`src/rtl/rpc_pkg.sv`:
```
// Shared types for the rank power-down controller.
// Assumes a 3-bit mode code; the codes are visible on the top-level ports.
package rpc_pkg;

    typedef enum logic [2:0] {
        M_ACT_STBY  = 3'd0,
        M_PRE_STBY  = 3'd1,
        M_ACT_PDN   = 3'd2,
        M_PRE_PDN_F = 3'd3,
        M_PRE_PDN_S = 3'd4,
        M_SREF_F    = 3'd5,
        M_SREF_S    = 3'd6
    } pmode_t;

    typedef enum logic [1:0] {
        PH_STBY  = 2'd0,
        PH_ENTER = 2'd1,
        PH_PDN   = 2'd2,
        PH_EXIT  = 2'd3
    } phase_t;

    localparam int NUM_MODES = 7;
    localparam int MODE_W    = 3;

endpackage

```
`src/rtl/pwr_exit_lut.sv`:
```
// Maps a power mode to the number of cycles CKE must be high before
// commands are allowed again. Assumes every width fits in LW bits;
// standby codes return 1 so a caller never loads a zero-length wait.
module pwr_exit_lut
    import rpc_pkg::*;
#(
    parameter int LAT_APD  = 4,
    parameter int LAT_PPDF = 4,
    parameter int LAT_PPDS = 6,
    parameter int LW       = 3
) (
    input  pmode_t          mode,
    output logic [LW-1:0]   lat
);

    // Purpose: pick the exit wait for the given mode.
    always_comb begin
        case (mode)
            M_ACT_PDN:   lat = LW'(LAT_APD);
            M_PRE_PDN_F: lat = LW'(LAT_PPDF);
            M_PRE_PDN_S: lat = LW'(LAT_PPDS);
            default:     lat = LW'(1);
        endcase
    end

endmodule

```
`src/rtl/pwr_state_fsm.sv`:
```
// Phase sequencer for one rank: standby, power-down entry, power-down and
// exit. Drives CKE and ready and reports the current power mode.
// Assumes ENTRY_CYC >= 1, and that bank_open stays steady from entry until
// ready returns.
module pwr_state_fsm
    import rpc_pkg::*;
#(
    parameter int ENTRY_CYC = 2,
    parameter int LAT_APD   = 4,
    parameter int LAT_PPDF  = 4,
    parameter int LAT_PPDS  = 6
) (
    input  logic   clk,
    input  logic   rst_n,
    input  logic   req_pending,
    input  logic   bank_open,
    input  logic   pd_slow,
    output logic   cke,
    output logic   ready,
    output pmode_t mode
);

    localparam int MAX_A = (LAT_APD > LAT_PPDF) ? LAT_APD : LAT_PPDF;
    localparam int MAX_B = (MAX_A > LAT_PPDS) ? MAX_A : LAT_PPDS;
    localparam int MAX_L = (MAX_B > ENTRY_CYC) ? MAX_B : ENTRY_CYC;
    localparam int TW    = $clog2(MAX_L + 1);

    phase_t          phase_q;
    pmode_t          mode_q;
    logic [TW-1:0]   tmr_q;
    logic [TW-1:0]   lat;
    pmode_t          stby_mode;
    pmode_t          pdn_pick;

    // Purpose: exit wait of the mode currently held.
    pwr_exit_lut #(
        .LAT_APD (LAT_APD),
        .LAT_PPDF(LAT_PPDF),
        .LAT_PPDS(LAT_PPDS),
        .LW      (TW)
    ) u_lat (
        .mode(mode_q),
        .lat (lat)
    );

    // Purpose: standby flavour and power-down target from bank state and policy.
    always_comb begin
        stby_mode = bank_open ? M_ACT_STBY : M_PRE_STBY;
        if (bank_open)    pdn_pick = M_ACT_PDN;
        else if (pd_slow) pdn_pick = M_PRE_PDN_S;
        else              pdn_pick = M_PRE_PDN_F;
    end

    // Purpose: advance the phase, the reported mode and the wait timer.
    always_ff @(posedge clk) begin
        if (!rst_n) begin
            phase_q <= PH_STBY;
            mode_q  <= M_PRE_STBY;
            tmr_q   <= '0;
        end else begin
            case (phase_q)
                PH_STBY: begin
                    if (!req_pending) begin
                        phase_q <= PH_ENTER;
                        mode_q  <= pdn_pick;
                        tmr_q   <= TW'(ENTRY_CYC - 1);
                    end else begin
                        mode_q  <= stby_mode;
                    end
                end
                PH_ENTER: begin
                    if (tmr_q == '0) begin
                        if (req_pending) begin
                            phase_q <= PH_EXIT;
                            tmr_q   <= lat - TW'(1);
                        end else begin
                            phase_q <= PH_PDN;
                        end
                    end else begin
                        tmr_q <= tmr_q - TW'(1);
                    end
                end
                PH_PDN: begin
                    if (req_pending) begin
                        phase_q <= PH_EXIT;
                        tmr_q   <= lat - TW'(1);
                    end
                end
                default: begin
                    if (tmr_q == '0) begin
                        phase_q <= PH_STBY;
                        mode_q  <= stby_mode;
                    end else begin
                        tmr_q <= tmr_q - TW'(1);
                    end
                end
            endcase
        end
    end

    assign cke   = (phase_q == PH_STBY) || (phase_q == PH_EXIT);
    assign ready = (phase_q == PH_STBY);
    assign mode  = mode_q;

    // ---------------- checks ----------------
    // Counts cycles with CKE high and ready low, plus the mode of the
    // previous cycle, to compare each exit against its mode's wait.
    logic [TW:0]   hi_wait_q;
    pmode_t        prev_mode_q;
    logic [TW-1:0] prev_lat;

    // Purpose: measure each exit window from the port-level signals.
    always_ff @(posedge clk) begin
        if (!rst_n) begin
            hi_wait_q   <= '0;
            prev_mode_q <= M_PRE_STBY;
        end else begin
            prev_mode_q <= mode_q;
            if (ready)    hi_wait_q <= '0;
            else if (cke) hi_wait_q <= hi_wait_q + 1'b1;
        end
    end

    pwr_exit_lut #(
        .LAT_APD (LAT_APD),
        .LAT_PPDF(LAT_PPDF),
        .LAT_PPDS(LAT_PPDS),
        .LW      (TW)
    ) u_chk_lat (
        .mode(prev_mode_q),
        .lat (prev_lat)
    );

    AST_ENTRY_ON_IDLE: assert property (@(posedge clk) disable iff (!rst_n)
        $fell(cke) |-> (!$past(req_pending) && $past(ready)));
    AST_MODE_HELD: assert property (@(posedge clk) disable iff (!rst_n)
        (!cke && !$past(cke)) |-> $stable(mode_q));
    AST_READY_NEEDS_CKE: assert property (@(posedge clk) disable iff (!rst_n)
        ready |-> cke);
    AST_EXIT_LENGTH: assert property (@(posedge clk) disable iff (!rst_n)
        $rose(ready) |-> (hi_wait_q == {1'b0, prev_lat}));
    AST_STAY_READY: assert property (@(posedge clk) disable iff (!rst_n)
        (ready && req_pending) |=> (ready && cke));

endmodule

```
`src/rtl/pwr_residency.sv`:
```
// One saturating cycle counter per mode code, plus a read mux.
// Assumes the mode input is registered; the unused code 7 reads zero.
module pwr_residency
    import rpc_pkg::*;
#(
    parameter int CNT_W = 16
) (
    input  logic              clk,
    input  logic              rst_n,
    input  pmode_t            mode,
    input  logic [MODE_W-1:0] sel,
    output logic [CNT_W-1:0]  count
);

    localparam int SLOTS = 2 ** MODE_W;

    logic [CNT_W-1:0] cnt [SLOTS];

    for (genvar g = 0; g < SLOTS; g++) begin : g_slot
        if (g < NUM_MODES) begin : g_live
            logic [CNT_W-1:0] c_q;
            // Purpose: count cycles spent in mode g, stopping at all ones.
            always_ff @(posedge clk) begin
                if (!rst_n)
                    c_q <= '0;
                else if ((mode == pmode_t'(g)) && (c_q != {CNT_W{1'b1}}))
                    c_q <= c_q + 1'b1;
            end
            assign cnt[g] = c_q;
        end else begin : g_none
            assign cnt[g] = '0;
        end
    end

    assign count = cnt[sel];

    AST_NO_SELF_REFRESH: assert property (@(posedge clk) disable iff (!rst_n)
        (cnt[M_SREF_F] == '0) && (cnt[M_SREF_S] == '0));

endmodule

```
`src/rtl/rank_pwr_ctrl.sv`:
```
// Top of the rank power-down controller: the phase sequencer plus the
// residency counters. Assumes a single clock and a synchronous active-low reset.
module rank_pwr_ctrl
    import rpc_pkg::*;
#(
    parameter int ENTRY_CYC = 2,
    parameter int LAT_APD   = 4,
    parameter int LAT_PPDF  = 4,
    parameter int LAT_PPDS  = 6,
    parameter int CNT_W     = 16
) (
    input  logic             clk,
    input  logic             rst_n,
    input  logic             req_pending,
    input  logic             bank_open,
    input  logic             pd_slow,
    output logic             cke,
    output logic             ready,
    output logic [2:0]       pwr_mode,
    input  logic [2:0]       res_sel,
    output logic [CNT_W-1:0] res_count
);

    pmode_t mode;

    pwr_state_fsm #(
        .ENTRY_CYC(ENTRY_CYC),
        .LAT_APD  (LAT_APD),
        .LAT_PPDF (LAT_PPDF),
        .LAT_PPDS (LAT_PPDS)
    ) u_fsm (
        .clk        (clk),
        .rst_n      (rst_n),
        .req_pending(req_pending),
        .bank_open  (bank_open),
        .pd_slow    (pd_slow),
        .cke        (cke),
        .ready      (ready),
        .mode       (mode)
    );

    pwr_residency #(
        .CNT_W(CNT_W)
    ) u_res (
        .clk  (clk),
        .rst_n(rst_n),
        .mode (mode),
        .sel  (res_sel),
        .count(res_count)
    );

    assign pwr_mode = mode;

    AST_MODE_LEGAL: assert property (@(posedge clk) disable iff (!rst_n)
        pwr_mode < 3'd5);

endmodule

```
`config.mk`:
```
export PLATFORM = sky130hd
export DESIGN_NAME = rank_pwr_ctrl
export DESIGN_NICKNAME = d
export VERILOG_FILES = /design/src/rtl/rpc_pkg.sv /design/src/rtl/pwr_exit_lut.sv /design/src/rtl/pwr_state_fsm.sv /design/src/rtl/pwr_residency.sv /design/src/rtl/rank_pwr_ctrl.sv
export SDC_FILE = /design/constraint.sdc
export NUM_CORES = 1
export LEC_CHECK = 0
export ABC_AREA = 1
export BUFFER_PORTS_ARGS = -buffer_cell sky130_fd_sc_hd__buf_2
export CELL_PAD_IN_SITES_DETAIL_PLACEMENT = 0
export CELL_PAD_IN_SITES_GLOBAL_PLACEMENT = 1
export CORE_MARGIN = 2
export CORE_UTILIZATION = 47
export DETAILED_ROUTE_END_ITERATION = 16
export PLACE_DENSITY_LB_ADDON = 0.1
export SKIP_LAST_GASP = 1
export SYNTH_ARGS = -nofsm -noshare
export SYNTH_HDL_FRONTEND = slang
export SYNTH_HIERARCHICAL = 1
export SYNTH_SLANG_ARGS = --single-unit
```
`constraint.sdc`:
```
create_clock -name clk -period 3.63 [get_ports clk]
set_input_delay 0.726 -clock clk [delete_from_list [all_inputs] [get_ports clk]]
set_output_delay 0.726 -clock clk [all_outputs]
set_load 0.005 [all_outputs]
```
==> impl_metrics.json <==
{
  "outcome": "finished, final reports clean",
  "synth.largest_area_cell": "dfxtp_1",
  "fillers": 1818,
  "path_max_fanout": 60,
  "grt_pass1_vias": 7589,
  "clockRootBuffer": "clkbuf_16",
  "ys_types": 36,
  "drt_iter0_markers": 709,
  "pin_count": 29,
  "tightest_slew_ns": 0.7817,
  "overflow": 0,
  "switchingPower_uw": 1278,
  "vias_per_cell": 5.261,
  "synth.yosys.seq_area_share_pct": 30.21,
  "drt.antenna.violating_nets": 0,
  "wl_per_cell_um": 14.93,
  "route.detailed.drc": 0,
  "worstPathRequired_ns": 2.90,
  "multi_input_area_um2": 4840,
  "timing.hold.ws_ns": 0.5088,
  "synth_area_leaders": "dfxtp_1 30%, nor2_1 16%, nand2_1 15%",
  "internal_power_uw": 2926,
  "cp-start-kind": "input port",
  "min_path_type": "input port to flop",
  "maxCapViolations": 0,
  "grt_max_degree": 61,
  "area_growth_pct": 11.75,
  "layout_common_cells": "348 x nor2_1, 311 x nand2_1, 138 x inv_1",
  "powerDensity_nw_per_um2": 473.0,
  "dieArea_um2": 17980,
  "cts_num_sinks": 120,
  "mostFrequentLayoutCell": "nor2_1",
  "finalHoldViolations": 0,
  "maxUsedRoutingLayer": "met4",
  "p_clk_share_pct": 44.6,
  "critical_path_class": "input port to output port",
  "hpwl_mm": 18.11,
  "r2r-start": "u_fsm/mode[1]",
  "p_seq_share_pct": 35.9,
  "row_count": 47,
  "grt_pass1_wl_mm": 39.27,
  "cts_buffer_depth": 2,
  "min_from": "bank_open",
  "syn-num-nets": 1398,
  "cts_tree": "done",
  "clock_latency_ns": 0.42,
  "yosysWarnings": 6,
  "synth_top_area_share_pct": 30.21,
  "async_reset_ff_share_pct": 0,
  "slew_headroom_pct": 47.54,
  "reg2reg_depth": 7,
  "worst_setup_path_end_kind": "output port",
  "num_vias": 8533,
  "skew_ns": 0.007331,
  "drive_gt1_share_pct": 6.210,
  "r2r_end": "u_res/g_slot[2].g_live.c_q[14]",
  "rrSetupSlack_ns": 1.58,
  "port_buffers": 28,
  "timing.final.crit_share_pct": 84.09,
  "setup_tns_ns": 0,
  "p_leak_uw": 0.003738,
  "postRouteWirelength_mm": 24.21,
  "ctsHoldBuffers": 0,
  "setup_viol": 0,
  "grtUsageTotal_pct": 27.59,
  "rsz0062_at_grt": "no",
  "critPathArrivalTime_ns": 2.33,
  "synth.avg_cell_area_um2": 5.780,
  "gp_congestion": 0.9216,
  "synthCells": 1376,
  "met2_length_mm": 11.11,
  "min_period_ns": 3.052,
  "synth_ff_type": "dfxtp_1",
  "swShare_pct": 30.40,
  "m1WireLength_mm": 11.31,
  "combPwrFrac_pct": 19.5,
  "syn-cell-area_um2": 7953,
  "first_pass_iters": 5,
  "cts_buffers": 17,
  "nNetsFinal": 1411,
  "yosys_register_bits": 120,
  "postCtsSetupBuffers": 0,
  "antenna_found_initial": 1,
  "min_to": "u_fsm/mode[0]",
  "clkTransAtPathRegs_ns": 0.05,
  "max_freq_mhz": 327.6,
  "peakVddDrop_uv": 429.8,
  "die_h_um": 134.1,
  "htreeDepth": 4,
  "hold_depth": 2,
  "critPathLaunch": "res_sel[0]",
  "dr_wl_met3_mm": 1.377,
  "die_x_um": 134.1,
  "synth_edf_count": 0,
  "core_um2": 16580,
  "regArea_um2": 2402,
  "ctsResizeCount": 0,
  "initial_utilization_pct": 47.96,
  "drv_slew": 0
}
[cells by family after synthesis]
group	count (synthesis)	share of synthesized area (%)
buf+inv	179	8.936
fa+ha+maj	14	2.203
compound gates	205	13.56
simple gates	851	44.32
flops	120	30.21
xor+xnor	7	0.7709
[cell usage after synthesis (2+ instances only)]
cell type / number
clkbuf_1: 19
xor2_1: 3
o21ai_1: 2
o21ai_0: 78
o22ai_1: 7
nor3b_1: 2
ha_1: 14
nor2_2: 8
and2_0: 2
xnor2_1: 4
and3_1: 3
buf_1: 3
buf_2: 13
nor3_1: 18
buf_6: 2
nand3_1: 120
buf_4: 2
a32oi_1: 6
nor2_4: 2
nand3b_1: 5
dfxtp_1: 120
nand2_1: 311
inv_1: 138
and2_1: 6
nand2_2: 11
a21oi_1: 100
a31oi_1: 8
nand4_1: 14
nor2_1: 348
[power by group through the flow]
stage | clock (µW) | sequential [µW] | combinational (µW)
final | 1880 | 1510 | 818
after global routing | 1960 | 1520 | 952
after CTS | 1910 | 1510 | 820
after detailed placement | 0 | 1540 | 815
after global placement | 0 | 1540 | 809
after floorplan | 0 | 1490 | 622
[how the worst max path moves through the flow]
stage                                to  cells past startpoint
after floorplan           res_count[12]                      6
after global placement     res_count[4]                      7
after detailed placement   res_count[5]                      9
after CTS                  res_count[5]                      9
after global routing       res_count[5]                      9
final                      res_count[5]                      9
[critical path, cell delays in order]
cell and delay, ns:
buf_2 0.33, clkinv_1 0.22, buf_12 0.24, a21oi_1 0.17, o21ai_0 0.11, nand2_1 0.08
nor2_1 0.04, a21oi_1 0.24, buf_2 0.16
[flip-flops by register name, summed over array words and instances (netlist names)]
register                 count
u_fsm/tmr_q                  3
u_fsm/phase_q                2
u_fsm/mode                   3
u_res/g_slot.g_live.c_q    112
[layout make-up]
type                            count  area share, %
Antenna cell                        1        0.02816
Multi-Input combinational cell   1077          54.46
Timing Repair Buffer               33          2.168
Clock buffer                       24          5.758
Tap cell                          220          3.097
Clock inverter                      7          1.549
Sequential cell                   120          27.03
Inverter                          140          5.913
[metal layers]
layer	GRT usage [%]	vias up
met5	0	-
met1	37.50	3839
li1	-	4446
met3	5.631	28
met2	44.25	220
met4	8.363	0
[stage by stage]
step / utilization [%] / area [µm²] / power (µW) / setup slack (ns) / cells
5_1_grt: 53.59 / 8887 / 4434 / 0.4615 / 1622
3_5_place_dp: 49.66 / 8235 / 2351 / 0.6037 / 1590
2_1_floorplan: - / 7953 / 2109 / 1.396 / 1376
6_report: 53.59 / 8887 / 4204 / 0.5775 / 1622
4_1_cts: 53.58 / 8885 / 4236 / 0.6047 / 1621
3_3_place_gp: 49.66 / 8235 / 2346 / 0.6525 / 1590
No activity file was read; power rests on OpenSTA's default activity.
